## config.mk

```make
export PLATFORM = sky130hd
export DESIGN_NAME = periph_gate_ctrl
export DESIGN_NICKNAME = d
export VERILOG_FILES = /design/src/rtl/pgu_pkg.sv /design/src/rtl/pgu_decode.sv /design/src/rtl/pgu_ctrl_reg.sv /design/src/rtl/pgu_win_gate.sv /design/src/rtl/periph_gate_ctrl.sv
export SDC_FILE = /design/constraint.sdc
export NUM_CORES = 1
export LEC_CHECK = 0
export ABC_AREA = 1
export BUFFER_PORTS_ARGS = -buffer_cell sky130_fd_sc_hd__buf_2
export CORE_MARGIN = 1.5
export CORE_UTILIZATION = 27
export CTS_BUF_LIST = sky130_fd_sc_hd__clkbuf_8 sky130_fd_sc_hd__clkbuf_16
export CTS_CLUSTER_DIAMETER = 150
export DETAILED_ROUTE_END_ITERATION = 8
export GPL_TIMING_DRIVEN = 0
export PLACE_DENSITY = 0.71
export SKIP_LAST_GASP = 1
export SLEW_MARGIN = 15
export SYNTH_ARGS = -nofsm -noshare
export SYNTH_HDL_FRONTEND = slang
export SYNTH_SLANG_ARGS = --single-unit
export TNS_END_PERCENT = 20
```

## constraint.sdc

```tcl
create_clock -name clk -period 1.2 [get_ports clk]
set_input_delay 0 -clock clk [delete_from_list [all_inputs] [get_ports clk]]
set_output_delay 0 -clock clk [all_outputs]
set_load 0.03 [all_outputs]
```

## src/rtl/pgu_pkg.sv

```systemverilog
package pgu_pkg;

    localparam int BIT_EN_A   = 0;
    localparam int BIT_EN_B   = 1;
    localparam int BIT_UNLOCK = 2;
    localparam int BIT_FLOCK  = 4;
    localparam int NUM_WIN    = 2;

    typedef struct packed {
        logic unlock;
        logic en_b;
        logic en_a;
    } ctrl_t;

    localparam ctrl_t CTRL_RESET = '{unlock: 1'b0, en_b: 1'b1, en_a: 1'b1};

    // signature words, byte 0 in the low bits
    localparam logic [31:0] SIG_A      = 32'h003E_0E20;
    localparam logic [31:0] SIG_B_REV0 = 32'h0000_00B1;
    localparam logic [31:0] SIG_B_REV1 = 32'h0000_092D;

    function automatic logic [7:0] sig_byte(input logic [31:0] word, input logic [1:0] idx);
        return word[{idx, 3'b000} +: 8];
    endfunction

endpackage

```

## src/rtl/pgu_decode.sv

```systemverilog
module pgu_decode #(
    parameter int                 ADDR_W    = 16,
    parameter logic [ADDR_W-1:0]  CTRL_ADDR = 16'h0006
) (
    input  logic [ADDR_W-1:0] addr,
    input  logic              wr,
    output logic              ctrl_hit,
    output logic              ctrl_wr
);
    always_comb begin
        ctrl_hit = (addr == CTRL_ADDR);
        ctrl_wr  = ctrl_hit && wr;
    end
endmodule

```

## src/rtl/pgu_ctrl_reg.sv

```systemverilog
module pgu_ctrl_reg
    import pgu_pkg::*;
(
    input  logic        clk,
    input  logic        rst_n,
    input  logic        wr_en,
    input  logic [2:0]  wbits,
    input  logic        irq_clr,
    output ctrl_t       ctrl_q
);
    ctrl_t ctrl_d;

    always_comb begin
        ctrl_d = ctrl_q;
        if (wr_en) begin
            ctrl_d.en_a   = wbits[BIT_EN_A];
            ctrl_d.en_b   = wbits[BIT_EN_B];
            ctrl_d.unlock = wbits[BIT_UNLOCK];
        end
        // handler entry overrides any simultaneous set
        if (irq_clr) begin
            ctrl_d.unlock = 1'b0;
        end
    end

    always_ff @(posedge clk or negedge rst_n) begin
        if (!rst_n) begin
            ctrl_q <= CTRL_RESET;
        end else begin
            ctrl_q <= ctrl_d;
        end
    end
endmodule

```

## src/rtl/pgu_win_gate.sv

```systemverilog
module pgu_win_gate
    import pgu_pkg::*;
#(
    parameter int                ADDR_W   = 16,
    parameter int                WIN_LOG2 = 12,
    parameter logic [ADDR_W-1:0] BASE     = '0
) (
    input  logic [ADDR_W-1:0] addr,
    input  logic              wr,
    input  logic              en,
    input  logic [7:0]        per_rdata,
    input  logic [31:0]       sig_word,
    output logic              hit,
    output logic              per_wr,
    output logic [7:0]        rdata
);
    localparam int TAG_LSB = WIN_LOG2;

    logic [7:0] sig_rd;

    always_comb begin
        hit    = (addr[ADDR_W-1:TAG_LSB] == BASE[ADDR_W-1:TAG_LSB]);
        per_wr = hit && wr && en;
        sig_rd = sig_byte(sig_word, addr[1:0]);
        rdata  = en ? per_rdata : sig_rd;
    end
endmodule

```

## src/rtl/periph_gate_ctrl.sv

```systemverilog
module periph_gate_ctrl
    import pgu_pkg::*;
#(
    parameter int                ADDR_W     = 16,
    parameter logic [ADDR_W-1:0] CTRL_ADDR  = 16'h0006,
    parameter logic [ADDR_W-1:0] WIN_A_BASE = 16'h3000,
    parameter logic [ADDR_W-1:0] WIN_B_BASE = 16'h4000,
    parameter int                WIN_LOG2   = 12
) (
    input  logic              clk,
    input  logic              rst_n,
    input  logic [ADDR_W-1:0] bus_addr,
    input  logic              bus_wr,
    input  logic [7:0]        bus_wdata,
    output logic [7:0]        bus_rdata,
    input  logic [7:0]        per_rdata_a,
    input  logic [7:0]        per_rdata_b,
    output logic              per_wr_a,
    output logic              per_wr_b,
    input  logic              hw_rev,
    input  logic              irq_entry,
    input  logic              flash_locked,
    output logic              unlock
);
    logic        ctrl_hit;
    logic        ctrl_wr;
    ctrl_t       ctrl_q;
    logic [7:0]  ctrl_rd;

    logic [7:0]  win_prd [NUM_WIN];
    logic [31:0] win_sig [NUM_WIN];
    logic        win_en  [NUM_WIN];
    logic        win_hit [NUM_WIN];
    logic        win_wr  [NUM_WIN];
    logic [7:0]  win_rd  [NUM_WIN];

    pgu_decode #(
        .ADDR_W    (ADDR_W),
        .CTRL_ADDR (CTRL_ADDR)
    ) i_decode (
        .addr     (bus_addr),
        .wr       (bus_wr),
        .ctrl_hit (ctrl_hit),
        .ctrl_wr  (ctrl_wr)
    );

    pgu_ctrl_reg i_ctrl (
        .clk     (clk),
        .rst_n   (rst_n),
        .wr_en   (ctrl_wr),
        .wbits   (bus_wdata[2:0]),
        .irq_clr (irq_entry),
        .ctrl_q  (ctrl_q)
    );

    always_comb begin
        win_prd[0] = per_rdata_a;
        win_prd[1] = per_rdata_b;
        win_en[0]  = ctrl_q.en_a;
        win_en[1]  = ctrl_q.en_b;
        win_sig[0] = SIG_A;
        win_sig[1] = hw_rev ? SIG_B_REV1 : SIG_B_REV0;
    end

    for (genvar gi = 0; gi < NUM_WIN; gi++) begin : g_win
        pgu_win_gate #(
            .ADDR_W   (ADDR_W),
            .WIN_LOG2 (WIN_LOG2),
            .BASE     ((gi == 0) ? WIN_A_BASE : WIN_B_BASE)
        ) i_gate (
            .addr      (bus_addr),
            .wr        (bus_wr),
            .en        (win_en[gi]),
            .per_rdata (win_prd[gi]),
            .sig_word  (win_sig[gi]),
            .hit       (win_hit[gi]),
            .per_wr    (win_wr[gi]),
            .rdata     (win_rd[gi])
        );
    end

    always_comb begin
        ctrl_rd             = '0;
        ctrl_rd[BIT_EN_A]   = ctrl_q.en_a;
        ctrl_rd[BIT_EN_B]   = ctrl_q.en_b;
        ctrl_rd[BIT_UNLOCK] = ctrl_q.unlock;
        ctrl_rd[BIT_FLOCK]  = flash_locked;
    end

    always_comb begin
        bus_rdata = '0;
        if (ctrl_hit) begin
            bus_rdata = ctrl_rd;
        end
        for (int i = 0; i < NUM_WIN; i++) begin
            if (win_hit[i]) begin
                bus_rdata = win_rd[i];
            end
        end
        per_wr_a = win_wr[0];
        per_wr_b = win_wr[1];
        unlock   = ctrl_q.unlock;
    end
endmodule

```

==> results of run 1 <==
worst max-delay path, delay by kind of cell (launching register included):
| kind | cells | cell delay [ps] |
|---|---|---|
| buffers and inverters | 2 | 330 |
| AO/OA/AOI/OAI | 1 | 100 |
| flip-flops | 1 | 590 |
| AND/OR/NAND/NOR | 3 | 150 |
stage by stage:
stage	hold slack, ps	setup TNS (ps)	std cells	total power [mW]	worst slack, ps
finish	8.26	-1510	173	0.550	-193
floorplan	-296	-95.0	88	0.165	-95.0
global route	31.0	-2250	173	0.589	-268
CTS	7.81	-1530	172	0.561	-175
global placement	-205	-496	164	0.249	-134
detailed placement	-203	-556	164	0.253	-147
cells by family after synthesis:
| group | synth area share |
|---|---|
| flip-flops | 0.159 |
| adder cells (fa/ha/maj) | 0.0514 |
| AND/OR/NAND/NOR | 0.586 |
| buffers and inverters | 0.0771 |
| AO/OA/AOI/OAI | 0.126 |
how the worst max path moves through the flow:
stage	startpoint	endpoint	slack, ps
floorplan	i_ctrl.ctrl_q[1]	per_wr_b	-90
global placement	i_ctrl.ctrl_q[1]	bus_rdata[7]	-130
detailed placement	i_ctrl.ctrl_q[1]	bus_rdata[7]	-150
CTS	i_ctrl.ctrl_q[1]	bus_rdata[7]	-180
global route	i_ctrl.ctrl_q[1]	bus_rdata[1]	-270
finish	i_ctrl.ctrl_q[1]	bus_rdata[0]	-190
final cells by class:
| cell class | count | area (µm²) | share of cell area |
|---|---|---|---|
| Clock buffer | 3 | 41.3 | 0.0453 |
| Clock inverter | 1 | 3.75 | 0.00412 |
| Inverter | 10 | 40.0 | 0.0440 |
| Multi-Input combinational cell | 75 | 399 | 0.438 |
| Sequential cell | 3 | 77.6 | 0.0852 |
| Tap cell | 25 | 31.3 | 0.0343 |
| Timing Repair Buffer | 56 | 318 | 0.349 |
metal layers:
| metal | GRT usage | vias up | share of wire |
|---|---|---|---|
| met1 | 0.210 | 348 | 0.40 |
| li1 | - | 413 | - |
| met4 | 0.0824 | 0 | 0.012 |
| met5 | 0 | - | 0 |
| met3 | 0.0198 | 3 | 0.058 |
| met2 | 0.344 | 27 | 0.53 |
what timing repair did:
item | CTS | global route
endpoints found under the hold margin | 3 | 0
pin swaps | 1 | 0
resized for setup | 13 | 2
hold buffers | 1 | 0
buffers inserted | 3 | 1
setup endpoints to repair | 10 | 10
Yosys cell counts, drive strengths merged:
cell    instances  area [µm²]
nand4           1        6.26
a22o            2        17.5
o221ai          1        8.76
nand2          31         119
nor4            1        6.26
o211ai          2        15.0
nor2           14        62.6
inv            10        37.5
dfrtp           1        25.0
o21ai           3        15.0
ha              2        25.0
a21oi           1        5.00
nand3          14        70.1
or2             1        6.26
nor3            2        15.0
dfstp           2        52.6
power breakdown:
| group | internal, mW | leakage, nW | switching (mW) |
|---|---|---|---|
| Clock | 0.218 | 0.0269 | 0.0692 |
| Combinational | 0.0788 | 0.466 | 0.0816 |
| Sequential | 0.102 | 0.0350 | 0.0000758 |
| Total | 0.399 | 0.528 | 0.151 |
==> results.md, run 1 <==
* Critical Path Slowest Stage Cell: sky130_fd_sc_hd__dfstp_2
* Via count at 791
* Final setup violating endpoints at 10
* Max frequency at between 700 and 800 MHz
* Antenna-violating nets left at 0
* Register with the most flip-flops: i_ctrl.ctrl_q
* Final period demand of the worst path at ~1400 ps
* CTS tree: built
* Count of nets after finishing at 197
* Fraction of final layout cells with drive strength greater than 1 at 0.486
* Final Cell Area at 911 µm²
* Detailed Place HPWL at approximately 1.5 mm
* Final Cycle Share at 1.16
* Kind of capture point of the worst setup path: primary output
* Worst VDD drop at roughly 0.65 mV
* Average wire length per cell after detail routing at between 10 and 15 µm
* Largest net degree at the start of global routing at 8
* Endpoint of the worst-slack reg-to-reg timing path: i_ctrl.ctrl_q[1]
* Horizontal extent of the die at approximately 45 µm
* Number of max-cap violations at 0
* Crit path arrival time at around 1400 ps
* Worst skew pair latency at between 200 and 250 ps
* Core outline area at ~1700 µm²
* Total of fill cells in the finished design at roughly 180
* Placement Cell Area at approximately 780 µm²
* Count of distinct cell types in the synthesized netlist at 20
* Initial Util at 0.285
* Antenna violations before repair at 0
* HP Start: bus_wdata[0]
* Via count of the first global-routing pass at 750
* Number of flip-flops in the largest register at 3
* Cell depth of the worst hold path at 3
* Final Routed Wirelength at between 1.5 and 2 mm
* DRC errors left at 0
* Die H at 45.5 µm
* Std-Cell Rows at 15
* Post-route core utilization at 0.533
* Layout-stage area growth over the synthesis result at 87.1%
* RePlAce Congestion at between 0.8 and 0.9
* Endpoints failing hold at 0
* Most frequent cells in the layout: 45 x sky130_fd_sc_hd__buf_2, 29 x sky130_fd_sc_hd__nand2_1, 13 x sky130_fd_sc_hd__nand3_1, 11 x sky130_fd_sc_hd__nor2_1, 9 x sky130_fd_sc_hd__inv_1
* CTS Buffer Depth at 2
* Measured slew at the worst slew-check pin at between 300 and 400 ps
* Most common cell after layout, fill and taps aside: sky130_fd_sc_hd__buf_2
* Reported leakage power at between 0.5 and 0.6 nW
* Cell Chain, Critical Path: buf_4 > nand2_1 > nand2_1 > nand2_1 > o211ai_1 > buf_4
* All-layer global routing usage at 0.186
* Maximum clock skew at final layout at 0 ps
* Max Transition Viols Final at 0
* Class of the tightest hold or removal check: in -> reg
* Inserted Clock Buffers at 3
* Reg2reg setup slack at ~160 ps
* Average footprint of a synthesized cell at 5.53 µm²
* Power density relative to cell area at slightly above 600 nW/µm²
* RSZ-0062 raised after global routing: true
* H-tree depth at 1
* Warning count from the yosys run at 0
* IO Count at 57
* CTS clock-pin slew for the worst setup and hold paths at about 30 ps
* Ratio of routed vias to standard cells at around 4.6
* Slew headroom at 0.745
* Status: complete, but fails checks
* Overall die area at between 2000 and 2500 µm²
* Violated checks: setup timing
* CP most frequent cell: sky130_fd_sc_hd__nand2_1
* Clock Sinks at 3
* Worst hold path endpoint: i_ctrl.ctrl_q[0]
* Wire length of the first global-routing pass at between 2 and 3 mm
* Stage delay of the slowest cell on the critical path at between 500 and 600 ps
* Worst Reg-to-Reg Cells at 3
* Category of the worst setup path launch point: flip-flop
* Initial DRC count at 9
* Required time reported for the critical path endpoint at 1200 ps
* Largest regs: i_ctrl.ctrl_q (3)
* Proportion of synthesized chip area in sequential cells at 0.159
* Number of buffers inserted by port buffering at between 50 and 60
* Drt first pass iters at 4
* Synthesized cell area at 487 µm²
* Root Driver: sky130_fd_sc_hd__clkbuf_8
* Worst reg2reg startpoint: i_ctrl.ctrl_q[1]
* Net count after synthesis at approximately 140
* Antenna cells at 0
* Max FO, Critical Path at 5
* Setup CP Type: reg -> out
* Worst Slack Setup Final at -193 ps
* Total congestion overflow at 0
* Register bit count reported by yosys at 3
* Synthesized netlist cell count at 88
Note: power is estimated with default switching activity, not from simulation.
==> run 2: changes to the inputs <==
--- a/config.mk
+++ b/config.mk
@@ -5,7 +5,6 @@
 export SDC_FILE = /design/constraint.sdc
 export NUM_CORES = 1
 export LEC_CHECK = 0
-export ABC_AREA = 1
 export BUFFER_PORTS_ARGS = -buffer_cell sky130_fd_sc_hd__buf_2
 export CORE_MARGIN = 1.5
 export CORE_UTILIZATION = 27
@@ -13,7 +12,8 @@
 export CTS_CLUSTER_DIAMETER = 150
 export DETAILED_ROUTE_END_ITERATION = 8
 export GPL_TIMING_DRIVEN = 0
-export PLACE_DENSITY = 0.71
+export PLACE_DENSITY = 0.66
+export SETUP_SLACK_MARGIN = 0.4
 export SKIP_LAST_GASP = 1
 export SLEW_MARGIN = 15
 export SYNTH_ARGS = -nofsm -noshare
==> run 2 against run 1 <==
Compared with the run above:
- the run still ends with setup timing left
- die area increased by 5.1%
- critical path depth stayed put
- clock skew is the same
- combinational power increased by 4%
- first-iteration DRC count decreased by 67%
- critical endpoint is now bus_rdata[4]
- largest cell class unchanged
- largest power group unchanged
==> results.md, run 2 <==
* Kind of capture point of the worst setup path: primary output (unchanged)
* Flip-flop and latch area at 77.6 µm² (unchanged)
* Number of flip-flops in the largest register at 3 (unchanged)
* Power density relative to cell area at 586 nW/µm² (was 604 nW/µm²)
* Via count at 729 (was 791)
* Reported leakage power at 0.468 nW (was 0.528 nW)
* Antenna violations before repair at 0 (unchanged)
* Worst skew pair latency at 220 ps (about the same)
* CTS tree: built (unchanged)
* Final Cell Area at 948 µm² (was 911 µm²)
* Warning count from the yosys run at 0 (unchanged)
* Average wire length per cell after detail routing at 12.1 µm (was 10.4 µm)
* Most frequent cells in the layout: 50 x sky130_fd_sc_hd__buf_2, 6 x sky130_fd_sc_hd__a21oi_1, 5 x sky130_fd_sc_hd__inv_1, 5 x sky130_fd_sc_hd__mux2i_1 (was 45 x sky130_fd_sc_hd__buf_2, 29 x sky130_fd_sc_hd__nand2_1, 13 x sky130_fd_sc_hd__nand3_1, 11 x sky130_fd_sc_hd__nor2_1, 9 x sky130_fd_sc_hd__inv_1)
* Final setup violating endpoints at 10 (unchanged)
* Core outline area at 1760 µm² (was 1710 µm²)
* CTS clock-pin slew for the worst setup and hold paths at 30 ps (about the same)
* Max frequency at 645 MHz (was 718 MHz)
* Post-synth EDFFs at 0 (unchanged)
* Initial DRC count at 3 (was 9)
* Wire length of the first global-routing pass at 2.60 mm (was 2.87 mm)
* Dominant synthesized flop cell: sky130_fd_sc_hd__dfstp_2 (unchanged)
* Cell Chain, Critical Path: buf_8 > mux2i_1 > nor2_1 > a211oi_2 > a21oi_4 > buf_2 (was buf_4 > nand2_1 > nand2_1 > nand2_1 > o211ai_1 > buf_4)
* Maximum clock skew at final layout at 0 ps (unchanged)
* Most common library cells after synthesis: 8 x sky130_fd_sc_hd__a21oi_1, 5 x sky130_fd_sc_hd__mux2i_1, 4 x sky130_fd_sc_hd__inv_1, 4 x sky130_fd_sc_hd__nand3_1, 4 x sky130_fd_sc_hd__o22ai_1 (was 30 x sky130_fd_sc_hd__nand2_1, 14 x sky130_fd_sc_hd__nand3_1, 12 x sky130_fd_sc_hd__nor2_1)
* Average footprint of a synthesized cell at 7.89 µm² (was 5.53 µm²)
* Proportion of synthesized chip area in sequential cells at 0.151 (was 0.159)
* Violated checks: setup timing (unchanged)
* Worst Slack Setup Final at -350 ps (was -193 ps)
* Fraction of synthesized cell area taken by the top area cell type at 0.102 (was 0.231)
* RSZ-0062 raised after global routing: true (unchanged)
* Class of the tightest hold or removal check: in -> reg (unchanged)
* Setup CP Type: reg -> out (unchanged)
* All-layer global routing usage at 0.176 (was 0.186)
* Register with the most flip-flops: i_ctrl.ctrl_q (unchanged)
* Clock Sinks at 3 (unchanged)
* Largest regs: i_ctrl.ctrl_q (3) (unchanged)
* Detailed Place HPWL at 1.47 mm (was 1.50 mm)
* Std-Cell Rows at 15 (unchanged)
* Antenna-violating nets left at 0 (unchanged)
* Antenna cells at 0 (unchanged)
* Measured slew at the worst slew-check pin at 508 ps (was 382 ps)
* Net count after synthesis at 113 (was 136)
* Layout-stage area growth over the synthesis result at 84.9% (was 87.1%)
* Most common cell after layout, fill and taps aside: sky130_fd_sc_hd__buf_2 (unchanged)
* Final Routed Wirelength at 1.81 mm (was 1.79 mm)
* Register bit count reported by yosys at 3 (unchanged)
* Largest area contributor in the synthesized netlist: sky130_fd_sc_hd__dfstp_2 (was sky130_fd_sc_hd__nand2_1)
* Final period demand of the worst path at 1550 ps (was 1390 ps)
* Endpoints failing hold at 0 (unchanged)
* Synthesized cell area at 513 µm² (was 487 µm²)
* Status: complete, but fails checks (unchanged)
* H-tree depth at 1 (unchanged)
* Max FO, Critical Path at 4 (was 5)
* Stage delay of the slowest cell on the critical path at 520 ps (was 590 ps)
* Max Transition Viols Final at 0 (unchanged)
* Placement-stage worst setup slack at -215 ps (was -147 ps)
* Worst VDD drop at 0.369 mV (was 0.651 mV)
* RePlAce Congestion at 0.854 (was 0.882)
* Inserted Clock Buffers at 3 (unchanged)
* Die H at 46.6 µm (was 45.5 µm)
* Slew headroom at 0.662 (was 0.745)
* Required time reported for the critical path endpoint at 1200 ps (about the same)
* Placement Cell Area at 861 µm² (was 785 µm²)
* Drt first pass iters at 5 (was 4)
* Root Driver: sky130_fd_sc_hd__clkbuf_8 (unchanged)
* Category of the worst setup path launch point: flip-flop (unchanged)
* Final Cycle Share at 1.29 (was 1.16)
* Count of distinct cell types in the synthesized netlist at 30 (was 20)
* Synthesized netlist cell count at 65 (was 88)
* Overall die area at 2170 µm² (was 2070 µm²)
* Total of fill cells in the finished design at 188 (was 176)
* Via count of the first global-routing pass at 603 (was 750)
* Post-synth ARST share at 1.00 (unchanged)
* Number of buffers inserted by port buffering at 51 (unchanged)
* Count of nets after finishing at 173 (was 197)
* Critical Path Slowest Stage Cell: sky130_fd_sc_hd__dfstp_2 (unchanged)
* Total congestion overflow at 0 (unchanged)
* Number of max-cap violations at 0 (unchanged)
* IO Count at 57 (unchanged)
* Count leader, synth: sky130_fd_sc_hd__a21oi_1 (was sky130_fd_sc_hd__nand2_1)
* Ratio of routed vias to standard cells at 4.89 (was 4.57)
* Initial Util at 0.291 (was 0.285)
* CTS Buffer Depth at 2 (unchanged)
* Synth top area cells: sky130_fd_sc_hd__dfstp_2 10%, sky130_fd_sc_hd__mux2i_1 9.8%, sky130_fd_sc_hd__a21oi_1 7.8% (was sky130_fd_sc_hd__nand2_1 23%, sky130_fd_sc_hd__nand3_1 14%, sky130_fd_sc_hd__dfstp_2 11%)
* Horizontal extent of the die at 46.6 µm (was 45.5 µm)
* DRC errors left at 0 (unchanged)
* Largest net degree at the start of global routing at 11 (was 8)
* Crit path arrival time at 1550 ps (was 1390 ps)
* Multi-input logic area at 442 µm² (was 399 µm²)
* Fraction of final layout cells with drive strength greater than 1 at 0.597 (was 0.486)
==> run 2: cell types whose count changed after synthesis, moves of 4 or more <==
cell	before	now
sky130_fd_sc_hd__a21oi_1	1	8
sky130_fd_sc_hd__inv_1	10	4
sky130_fd_sc_hd__mux2i_1	0	5
sky130_fd_sc_hd__nand2_1	30	3
sky130_fd_sc_hd__nand3_1	14	4
sky130_fd_sc_hd__nor2_1	12	3
sky130_fd_sc_hd__o22ai_1	0	4
==> run 2: stage by stage <==
| stage | TNS, ps | utilization | hold slack [ps] | instances | power (mW) |
|---|---|---|---|---|---|
| after global routing | -3370 | 0.538 | 20.3 | 149 | 0.588 |
| after detailed placement | -1480 | 0.488 | -201 | 141 | 0.263 |
| after floorplan | 0 | - | -296 | 65 | 0.172 |
| after global placement | -1340 | 0.488 | -206 | 141 | 0.260 |
| final | -2310 | 0.538 | 11.2 | 149 | 0.556 |
| after CTS | -2550 | 0.537 | 11.2 | 149 | 0.561 |
==> run 2: metal layers <==
metal,vias to the layer above,part of all wire,global-route usage
li1,369,-,-
met1,315,0.45,0.229
met2,41,0.43,0.258
met3,4,0.10,0.0431
met4,0,0.025,0.103
met5,-,0,0
==> run 2: area by class of cell <==
type,count,area share
multi-input combinational,54,0.466
tap,25,0.0330
inverter,4,0.0158
sequential,3,0.0818
buffer,4,0.0435
timing repair buffer,55,0.313
clock buffer,3,0.0435
clock inverter,1,0.00396
==> run 2: worst max-delay path, delay by kind of cell, from the launching register on <==
kind | cells | cell delay (ps)
AO/OA/AOI/OAI | 2 | 270
flip-flops | 1 | 520
buffers and inverters | 2 | 290
AND/OR/NAND/NOR | 1 | 60
multiplexers | 1 | 180
==> run 2: final timing paths <==
path | startpoint | endpoint | slack (ps) | depth (start not counted)
max | i_ctrl.ctrl_q[0] | bus_rdata[4] | -350 | 6
min | bus_wdata[1] | i_ctrl.ctrl_q[1] | 10 | 2
max reg2reg | i_ctrl.ctrl_q[0] | i_ctrl.ctrl_q[0] | 260 | 3
min reg2reg | i_ctrl.ctrl_q[2] | i_ctrl.ctrl_q[2] | 670 | 2
max in group asynchronous | rst_n | i_ctrl.ctrl_q[0] | 890 | 2
min in group asynchronous | rst_n | i_ctrl.ctrl_q[2] | 120 | 2
==> run 2: cell families after synthesis <==
kind of cell               after synthesis  synth area share
adders and majority gates                2            0.0488
muxes                                    7             0.156
DFF                                      3             0.151
and+or+nand+nor                         25             0.298
AOI/OAI and AO/OA                       20             0.239
buffers and inverters                    8             0.107
==> run 2: what timing repair did <==
| action | 4_1_cts | 5_1_grt |
|---|---|---|
| gates resized for setup | 2 | 1 |
| pin swaps | 1 | 2 |
| hold buffers | 2 | 0 |
| endpoints found under the setup margin | 13 | 14 |
| endpoints found under the hold margin | 4 | 0 |
| buffers inserted | 2 | 0 |
==> run 2: power breakdown <==
part | internal [mW] | leakage [nW] | total [mW] | switching (mW)
logic | 0.0858 | 0.406 | 0.167 | 0.0810
registers | 0.102 | 0.0346 | 0.102 | 0.0000210
clock network | 0.218 | 0.0269 | 0.287 | 0.0689
total | 0.406 | 0.468 | 0.556 | 0.150
